<file path="src/rtl/tmux_pkg.sv">
package tmux_pkg;
  localparam int DEF_INPUTS = 4;
  localparam int DEF_WIDTH  = 8;

  // strobes from control to datapath
  typedef struct packed {
    logic gateOff;        // all enables forced low
    logic pullUp;         // output pull-up enabled
    logic captureParity;  // scan flop loads XOR tree
  } tmuxStrobe_t;
endpackage

</file>
<file path="src/rtl/tmux_ctrl.sv">
module tmux_ctrl
  import tmux_pkg::*;
#(
  parameter int NUM_IN = DEF_INPUTS,
  parameter int SEL_W  = $clog2(DEF_INPUTS) + 1
) (
  input  logic [SEL_W-1:0]  selCode,
  input  logic              testMode,
  input  logic              forceOff,
  input  logic              pullUpReq,
  input  logic              scanEn,
  output logic [NUM_IN-1:0] enVec,
  output tmuxStrobe_t       strobe
);
  logic [NUM_IN-1:0] decEn;

  always_comb begin
    strobe.gateOff       = testMode & forceOff;
    strobe.pullUp        = testMode & pullUpReq;
    strobe.captureParity = ~scanEn;
  end

  for (genvar i = 0; i < NUM_IN; i++) begin : g_dec
    assign decEn[i] = (selCode == SEL_W'(i));
    // NOR-style gate: low when decoder low or gating active
    assign enVec[i] = ~(~decEn[i] | strobe.gateOff);
  end
endmodule

</file>
<file path="src/rtl/tmux_datapath.sv">
module tmux_datapath
  import tmux_pkg::*;
#(
  parameter int NUM_IN = DEF_INPUTS,
  parameter int DATA_W = DEF_WIDTH
) (
  input  logic                     clk,
  input  logic                     rstN,
  input  logic [NUM_IN*DATA_W-1:0] dataIn,
  input  logic [NUM_IN-1:0]        enVec,
  input  tmuxStrobe_t              strobe,
  input  logic                     scanIn,
  output logic [DATA_W-1:0]        dataOut,
  output logic                     contention,
  output logic                     scanOut
);
  localparam int CNT_W = $clog2(NUM_IN + 1);

  logic [DATA_W-1:0] selData;
  logic [DATA_W-1:0] holdQ;
  logic [CNT_W-1:0]  enCount;
  logic              anyEn;
  logic              enParity;
  logic              scanQ;

  always_comb begin
    selData = '0;
    enCount = '0;
    for (int i = 0; i < NUM_IN; i++) begin
      selData = selData | (dataIn[i*DATA_W +: DATA_W] & {DATA_W{enVec[i]}});
      enCount = enCount + CNT_W'(enVec[i]);
    end
  end

  assign anyEn      = |enVec;
  assign enParity   = ^enVec;
  assign contention = (enCount > CNT_W'(1));

  always_comb begin
    if (anyEn)              dataOut = selData;
    else if (strobe.pullUp) dataOut = '1;
    else                    dataOut = holdQ;
  end

  // bus holder follows whatever the output carries
  always_ff @(posedge clk or negedge rstN) begin
    if (!rstN) holdQ <= '0;
    else       holdQ <= dataOut;
  end

  // mux-D scan flop observing the enable parity
  always_ff @(posedge clk or negedge rstN) begin
    if (!rstN)                     scanQ <= 1'b0;
    else if (strobe.captureParity) scanQ <= enParity;
    else                           scanQ <= scanIn;
  end

  assign scanOut = scanQ;
endmodule

</file>
<file path="src/rtl/tmux_top.sv">
module tmux_top
  import tmux_pkg::*;
#(
  parameter int NUM_IN = DEF_INPUTS,
  parameter int DATA_W = DEF_WIDTH,
  parameter int SEL_W  = $clog2(DEF_INPUTS) + 1
) (
  input  logic                     clk,
  input  logic                     rstN,
  input  logic [NUM_IN*DATA_W-1:0] dataIn,
  input  logic [SEL_W-1:0]         selCode,
  input  logic                     testMode,
  input  logic                     forceOff,
  input  logic                     pullUpReq,
  input  logic                     scanEn,
  input  logic                     scanIn,
  output logic [DATA_W-1:0]        dataOut,
  output logic                     pullUpActive,
  output logic                     contention,
  output logic                     scanOut
);
  logic [NUM_IN-1:0] enVec;
  tmuxStrobe_t       strobe;

  tmux_ctrl #(.NUM_IN(NUM_IN), .SEL_W(SEL_W)) ctrl_i (
    .selCode(selCode), .testMode(testMode), .forceOff(forceOff),
    .pullUpReq(pullUpReq), .scanEn(scanEn), .enVec(enVec), .strobe(strobe)
  );

  tmux_datapath #(.NUM_IN(NUM_IN), .DATA_W(DATA_W)) dp_i (
    .clk(clk), .rstN(rstN), .dataIn(dataIn), .enVec(enVec), .strobe(strobe),
    .scanIn(scanIn), .dataOut(dataOut), .contention(contention),
    .scanOut(scanOut)
  );

  assign pullUpActive = strobe.pullUp;
endmodule

</file>
<file path="config.mk">
export PLATFORM = sky130hd
export DESIGN_NAME = tmux_top
export DESIGN_NICKNAME = d
export VERILOG_FILES = /design/src/rtl/tmux_pkg.sv /design/src/rtl/tmux_ctrl.sv /design/src/rtl/tmux_datapath.sv /design/src/rtl/tmux_top.sv
export SDC_FILE = /design/constraint.sdc
export NUM_CORES = 1
export LEC_CHECK = 0
export BUFFER_PORTS_ARGS = -buffer_cell sky130_fd_sc_hd__buf_2
export CAP_MARGIN = 10
export CORE_MARGIN = 8
export CORE_UTILIZATION = 41
export CTS_CLUSTER_SIZE = 10
export DETAILED_ROUTE_END_ITERATION = 12
export GPL_ROUTABILITY_DRIVEN = 0
export HOLD_SLACK_MARGIN = 0.03
export PLACE_DENSITY = 0.83
export SETUP_SLACK_MARGIN = 0.4
export SLEW_MARGIN = 20
export SYNTH_ARGS = -nofsm -noshare
export SYNTH_HDL_FRONTEND = slang
export SYNTH_HIERARCHICAL = 1
export SYNTH_SLANG_ARGS = --single-unit
</file>
<file path="constraint.sdc">
create_clock -name clk -period 5.7 [get_ports clk]
set_input_delay 1.14 -clock clk [delete_from_list [all_inputs] [get_ports clk]]
set_output_delay 1.14 -clock clk [all_outputs]
set_load 0.02 [all_outputs]
</file>
# --- Yosys cells after proc, flatten, opt, wreduce, memory -nomap -nowiden ---
# Cells that the tools add are included.
totals:
  reg_bits: 9
  in_bits: 42
classes:
  addsub: 3
  n_lt_le_gt_ge: 1
  n_eq_ne: 3
  n_mux: 3
  n_bitwise: 21
  n_reduce_logical: 3
op_table:
  columns: ["operator", "count"]
  rows:
  - ["$and 8x8->8", 4]
  - ["$or 8x8->8", 3]
  - ["$mux 8", 2]
  - ["$not 1->1", 8]
  - ["$add 3x1->3", 2]
  - ["$eq 3x2->1 const B", 2]
  - ["$or 1x1->1", 4]
  - ["$reduce_or 4->1", 1]
  - ["$reduce_xor 4->1", 1]
  - ["$eq 3x1->1 const B", 1]
  - ["$gt 3x1->1 const B", 1]
  - ["$logic_not 3->1", 1]
  - ["$add 1x1->2", 1]
  - ["$and 1x1->1", 2]
  - ["$mux 1", 1]

# --- Longest topological paths before layout ---
# Gate-level depths: netlist (run 1).
depth:
  word_depth: 9
  ltp_mapped: 8
  mapped_depth_nobuf: 6

# --- Cells and area by module ---
# Netlist (run 1), hierarchy kept.
modules_own_cells:
  columns: ["module", "instances", "cells_per_inst", "area_per_inst_um2", "seq_area_each_um2"]
  rows:
  - ["tmux_datapath", 1, 57, 604.3, 225.2]
  - ["tmux_ctrl", 1, 8, 58.8, 0.0]

# --- Worst setup path before layout (run 1) ---
# OpenSTA, ideal clock, no wires.
synth_timing:
  kind: "input -> output"
  startpoint: "in testMode"
  endpoint: "out contention"
  t_arrival_ns: 2.810
  t_required_ns: 4.560
  setup_slack_ns: 1.750
  path_stages: 7
  n_path_buf: 2
  cell_sequence: "and2_1 > buf_2 > nor4b_1 > buf_2 > inv_1 > fa_1 > o21ai_0"
synth_rtl:
  columns: ["element", "line_no", "text"]
  rows:
  - ["start: declaration", "tmux_top.sv:12", "input logic testMode,"]
  - ["end: declaration", "tmux_top.sv:19", "output logic contention,"]

==> metrics.cfg, run 1 <==
[run_status]
outcome=complete, no violations

[critical_path]
critical_path_class=input pin to primary output
worstPathRequired_ns=4.56
start_kind=input pin
crit_arrival_ns=3.13
endpoint_kind=primary output
worst-path-max-fanout=9

[routing]
dr.first_iter.drc_count=23
drtAntennaViolNets=0
routed_wl_um=2562
wire_per_inst_um=18.98
firstDrtPassIters=4
viasPerCell=5.896
drc=0
via_count=796

[place]
pre_cts_ws_ns=1.517
place.port_buffers=52
dpl.hpwl_um=2016

[synthesis]
syn-num-nets=110
synth_fa_ha_area_share_pct=6.792
synth.top_cell.area_share_pct=33.96
synth_xor_area_share_pct=1.321
synth_seq_cells=9
muxShareOfSynthArea_pct=0
synth_area_leader_cell=dfrtp_1
synthTopCellsByArea=dfrtp_1 (34%), a22oi_1 (18%), and4bb_1 (15%)
yosysWarnings=6
synth_compound_area_share_pct=27.17
synth_cells=65
synth-seq-area-share_pct=33.96
netlist_area_um2=663.1
synthSimpleGateAreaFrac_pct=24.15
syn_area_per_cell_um2=10.20
ys_types=18
synth_top_family_by_area=compound AO/OA/AOI/OAI gates

[pwr]
seq_power_share_pct=37.0
power_frac_comb_pct=40.0
switchingPower_w=0.00007365
p_total_w=0.0002132
power_density_mw_per_mm2=220.4
p_int_w=0.0001395
swShare_pct=34.55
p_clk_share_pct=23.0
ir_drop_uv=138.1
p_leak_nw=0.4617

[global_routing]
grt_max_degree=10
antenna_found_initial=0
grt.total_usage_pct=16.33
grt_pass1_wl_um=4119
grt_overflow_total=0
first_global_vias=864

[clock_tree]
cts_buffer_depth=2
cts_tree=done
clk-insertion-delay-late_ns=0.26
cts_root_buffer=clkbuf_4
h-tree-depth=1
cts_setup_buffers=0
cts_buffers=3
clk_pin_slew_ns=0.06
cts.sinks=9
postCtsHoldBufs=0
ctsResizeCount=0

[cells_and_area]
ff_latch_area_um2=225.2
num_antenna_cells=0
fillers=130
multi_input_area_um2=394.1
final_cell_mix=buf_2 (52), a22oi_1 (16), dfrtp_1 (9)
final_common_cell=buf_2
syn_to_final_growth_pct=45.85
fin_nets=165
drive_above_1_share_pct=51.26

[sta]
worst_pin_slew_ns=0.3893
slew_viol_final=0
rsz0062_at_grt=false
finalHoldViolations=0
period_share_pct=74.85
clock-skew-final_ns=0
fmax_mhz=234.4
fin_crit_ns=4.267
tns_ns=0
max_slew_margin_pct=73.68
setup_slack_ns=1.433
finalSetupViolCount=0

[die]
initial_core_util_pct=44.02
die_y_um=56.22
core_area_mm2=0.001506
die_x_um=56.22
dieArea_mm2=0.003160
rows=14
pin_count=53

[min_path]
min_path_type=flop to flop

[run]
cap_violations=0

kinds of logic after synthesis:
| group | Yosys count |
|---|---|
| AOI/OAI and AO/OA | 26 |
| xor gates and xnor gates | 1 |
| adders and majority gates | 3 |
| buffers and inverters | 10 |
| DFF | 9 |
| and+or+nand+nor | 16 |
registers in the layout, indices dropped and copies added (netlist names):
| signal | count |
|---|---|
| dp_i/holdQ | 8 |
| dp_i/scanOut | 1 |
synthesized netlist by cell type (all sizes together):
cell	n
xnor2	1
dfrtp	9
a31oi	8
a21oi	1
and2	2
fa	1
nor4b	2
and4bb	9
nor4	1
buf	5
nand2	1
ha	2
o21ai	1
a22oi	16
nor2	1
inv	5
per-stage QoR:
step                hold slack [ns]  util (%)  std cells  instance area (µm²)
floorplan                    0.7565         -         65                663.1
global placement             0.6872     62.46        131                940.9
finish                       0.7123     64.20        135                967.2
global route                 0.7294     64.20        135                967.2
CTS                          0.7075     64.20        135                967.2
detailed placement           0.6905     62.46        131                940.9
power groups by stage:
stage / logic (W) / clock network [W] / registers [W]
finish: 0.0000852 / 0.0000490 / 0.0000789
global route: 0.0000916 / 0.0000547 / 0.0000794
CTS: 0.0000853 / 0.0000507 / 0.0000787
detailed placement: 0.0000845 / 0 / 0.0000799
global placement: 0.0000829 / 0 / 0.0000793
floorplan: 0.0000479 / 0 / 0.0000793
area by class of cell:
cell class / instances / share of cell area [%]
multi-input cells: 46 / 40.75
repair buffers: 55 / 29.24
flip-flops and latches: 9 / 23.29
clock buffers: 4 / 2.717
well taps: 16 / 2.070
inverters: 5 / 1.940
final timing paths:
| check | cells past startpoint | startpoint | end | slack, ns |
|---|---|---|---|---|
| setup / recovery | 9 | testMode | dataOut[0] | 1.43 |
| setup reg to reg | 2 | dp_i/holdQ[4]$_DFF_PN0_ | dp_i/holdQ[4]$_DFF_PN0_ | 4.82 |
| min in group asynchronous | 1 | rstN | dp_i/holdQ[5]$_DFF_PN0_ | 0.72 |
| hold reg to reg | 2 | dp_i/holdQ[0]$_DFF_PN0_ | dp_i/holdQ[0]$_DFF_PN0_ | 0.71 |
| max in group asynchronous | 1 | rstN | dp_i/holdQ[2]$_DFF_PN0_ | 4.79 |
| hold / removal | 2 | dp_i/holdQ[0]$_DFF_PN0_ | dp_i/holdQ[0]$_DFF_PN0_ | 0.71 |
layer usage:
metal  share of wire [%]  track usage, %
met5                   0               0
met4                 3.6           8.591
met3                 8.9           7.763
met2                  50           25.67
met1                  38           17.66
worst max-delay path, cell delays in order:
cell and delay [ns]:
buf_2 0.10, and2_1 0.19, nor4b_1 0.37, buf_4 0.25, inv_1 0.09, ha_1 0.28
and4bb_1 0.24, a31oi_1 0.24, buf_2 0.22
Power figures use the tool's default switching activity.
==> run 2: changes to the inputs <==
CORE_ASPECT_RATIO = 0.75   (was default)
CORE_UTILIZATION = 34   (was 41)
PLACE_DENSITY = 0.74   (was 0.83)
clock period = 3.7 ns   (was 5.7 ns; I/O delays follow)
==> run 2 against run 1 <==
Compared with the run above:
- total power grew 56%
- sequential power is 53% higher
- register-to-register slack lost 2.0 ns
- clock skew is the same
- setup slack got worse by 0.87 ns
- global-route usage shrank 3.1 points
- critical path depth is 1 lower
- first-iteration DRC count rose by 140%
- non-clock buffer count is 2 higher
- core utilization shrank 11 points
- critical path type unchanged
- critical endpoint is now dataOut[4]
- highest routed layer unchanged
==> metrics.cfg, run 2 (same netlist as run 1, synthesis figures left out) <==
[run_status]
outcome=complete, no violations

[sta]
worst_pin_slew_ns=0.2457
finalHoldViolations=0
finalSetupViolCount=0
rsz0062_at_grt=false
fin_crit_ns=3.139
period_share_pct=84.85
tns_ns=0
fmax_mhz=318.5
max_slew_margin_pct=83.58
slew_viol_final=0
clock-skew-final_ns=0

[global_routing]
first_global_vias=792
grt.total_usage_pct=13.22
antenna_found_initial=0
grt_pass1_wl_um=3705
grt_max_degree=10
grt_overflow_total=0

[cells_and_area]
final_cell_mix=buf_2 (52), a22oi_1 (16), dfrtp_1 (9)
drive_above_1_share_pct=55.37
final_common_cell=buf_2
syn_to_final_growth_pct=54.72
num_antenna_cells=0
largest_reg_flops=8
fin_cells=145
stdcell_area_mm2=0.001026
regMostFlops=dp_i/holdQ
fin_nets=167

[critical_path]
crit_arrival_ns=2.40
worst-path-max-fanout=9
endpoint_kind=primary output
worstReg2RegStart=dp_i/holdQ[2]$_DFF_PN0_
crit_end=dataOut[4]
worstPathRequired_ns=2.96
critPathLaunch=testMode
r2r_slack_ns=2.85
r2r-end=dp_i/holdQ[2]$_DFF_PN0_
ff2ff_path_depth=2
critical_path_class=input pin to primary output
start_kind=input pin

[clock_tree]
h-tree-depth=1
cts.sinks=9
cts_tree=done
cts_buffers=3
cts_buffer_depth=2
clk_pin_slew_ns=0.06
clk-insertion-delay-late_ns=0.27
cts_root_buffer=clkbuf_4
postCtsHoldBufs=0

[routing]
viasPerCell=5.414
wire_per_inst_um=16.03
dr.first_iter.drc_count=56
drc=0
routed_wl_um=2324
drtAntennaViolNets=0
firstDrtPassIters=4
via_count=785

[place]
dp.cells=139
placed_cell_area_um2=963.4
place.port_buffers=52
dpl.hpwl_um=1890

[pwr]
power_density_mw_per_mm2=325.2
ir_drop_uv=198.6
p_leak_nw=0.4804

[die]
die_x_um=67.00
core_area_mm2=0.001927
rows=14
initial_core_util_pct=34.42
dieArea_mm2=0.003634
die_y_um=54.25
pin_count=53

[run]
cap_violations=0

[min_path]
min_path_type=input pin to async pin

==> run 2: final cells by class <==
| type | count | area, µm² |
|---|---|---|
| flip-flops and latches | 9 | 225.2 |
| repair buffers | 57 | 297.8 |
| clock buffers | 4 | 26.28 |
| well taps | 24 | 30.03 |
| fillers | 188 | 900.9 |
| inverters | 5 | 18.77 |
| multi-input cells | 46 | 427.9 |
==> run 2: per-stage QoR <==
step           total power (W)  setup WS [ns]  hold slack [ns]  util (%)
2_1_floorplan        0.0001960         0.5497           0.4444         -
5_1_grt              0.0003560         0.4406           0.3212     53.25
3_5_place_dp         0.0002528         0.4490           0.6042     50.00
3_3_place_gp         0.0002506         0.4579           0.6062     50.00
6_report             0.0003336         0.5607           0.3148     53.25
4_1_cts              0.0003359         0.4437           0.3093     51.36
==> run 2: how the worst min path moves through the flow <==
| stage | from | end | slack, ns | depth (start not counted) |
|---|---|---|---|---|
| 2_1_floorplan | rstN | dp_i/holdQ[0]$_DFF_PN0_ | 0.44 | 0 |
| 3_3_place_gp | rstN | dp_i/holdQ[3]$_DFF_PN0_ | 0.61 | 1 |
| 3_5_place_dp | rstN | dp_i/holdQ[0]$_DFF_PN0_ | 0.60 | 1 |
| 4_1_cts | rstN | dp_i/holdQ[0]$_DFF_PN0_ | 0.31 | 1 |
| 5_1_grt | rstN | dp_i/holdQ[0]$_DFF_PN0_ | 0.32 | 1 |
| 6_report | rstN | dp_i/holdQ[0]$_DFF_PN0_ | 0.31 | 1 |
==> run 2: report_power, final <==
part | switching, W | internal, W | total, W
registers | 0.00000479 | 0.000116 | 0.000121
clock network | 0.0000375 | 0.0000417 | 0.0000793
logic | 0.0000736 | 0.0000596 | 0.000133
total | 0.000116 | 0.000218 | 0.000334
==> run 2: worst max-delay path: stages <==
cell      delay (ns)
buf_2           0.10
and2_1          0.21
and4bb_4        0.35
inv_1           0.07
ha_1            0.27
and4bb_1        0.23
a31oi_1         0.21
buf_2           0.21
==> run 2: per-layer routing <==
metal	GRT usage (%)	vias up	share of wire (%)
met5	0	-	0
met4	4.152	0	0.99
met3	6.135	2	12
met2	22.66	39	48
met1	14.51	366	39
li1	-	378	-
==> run 2: what timing repair did <==
action                     in CTS  in global routing
gates resized for setup         0                  4
setup endpoints to repair       0                  7
buffers inserted                0                  2
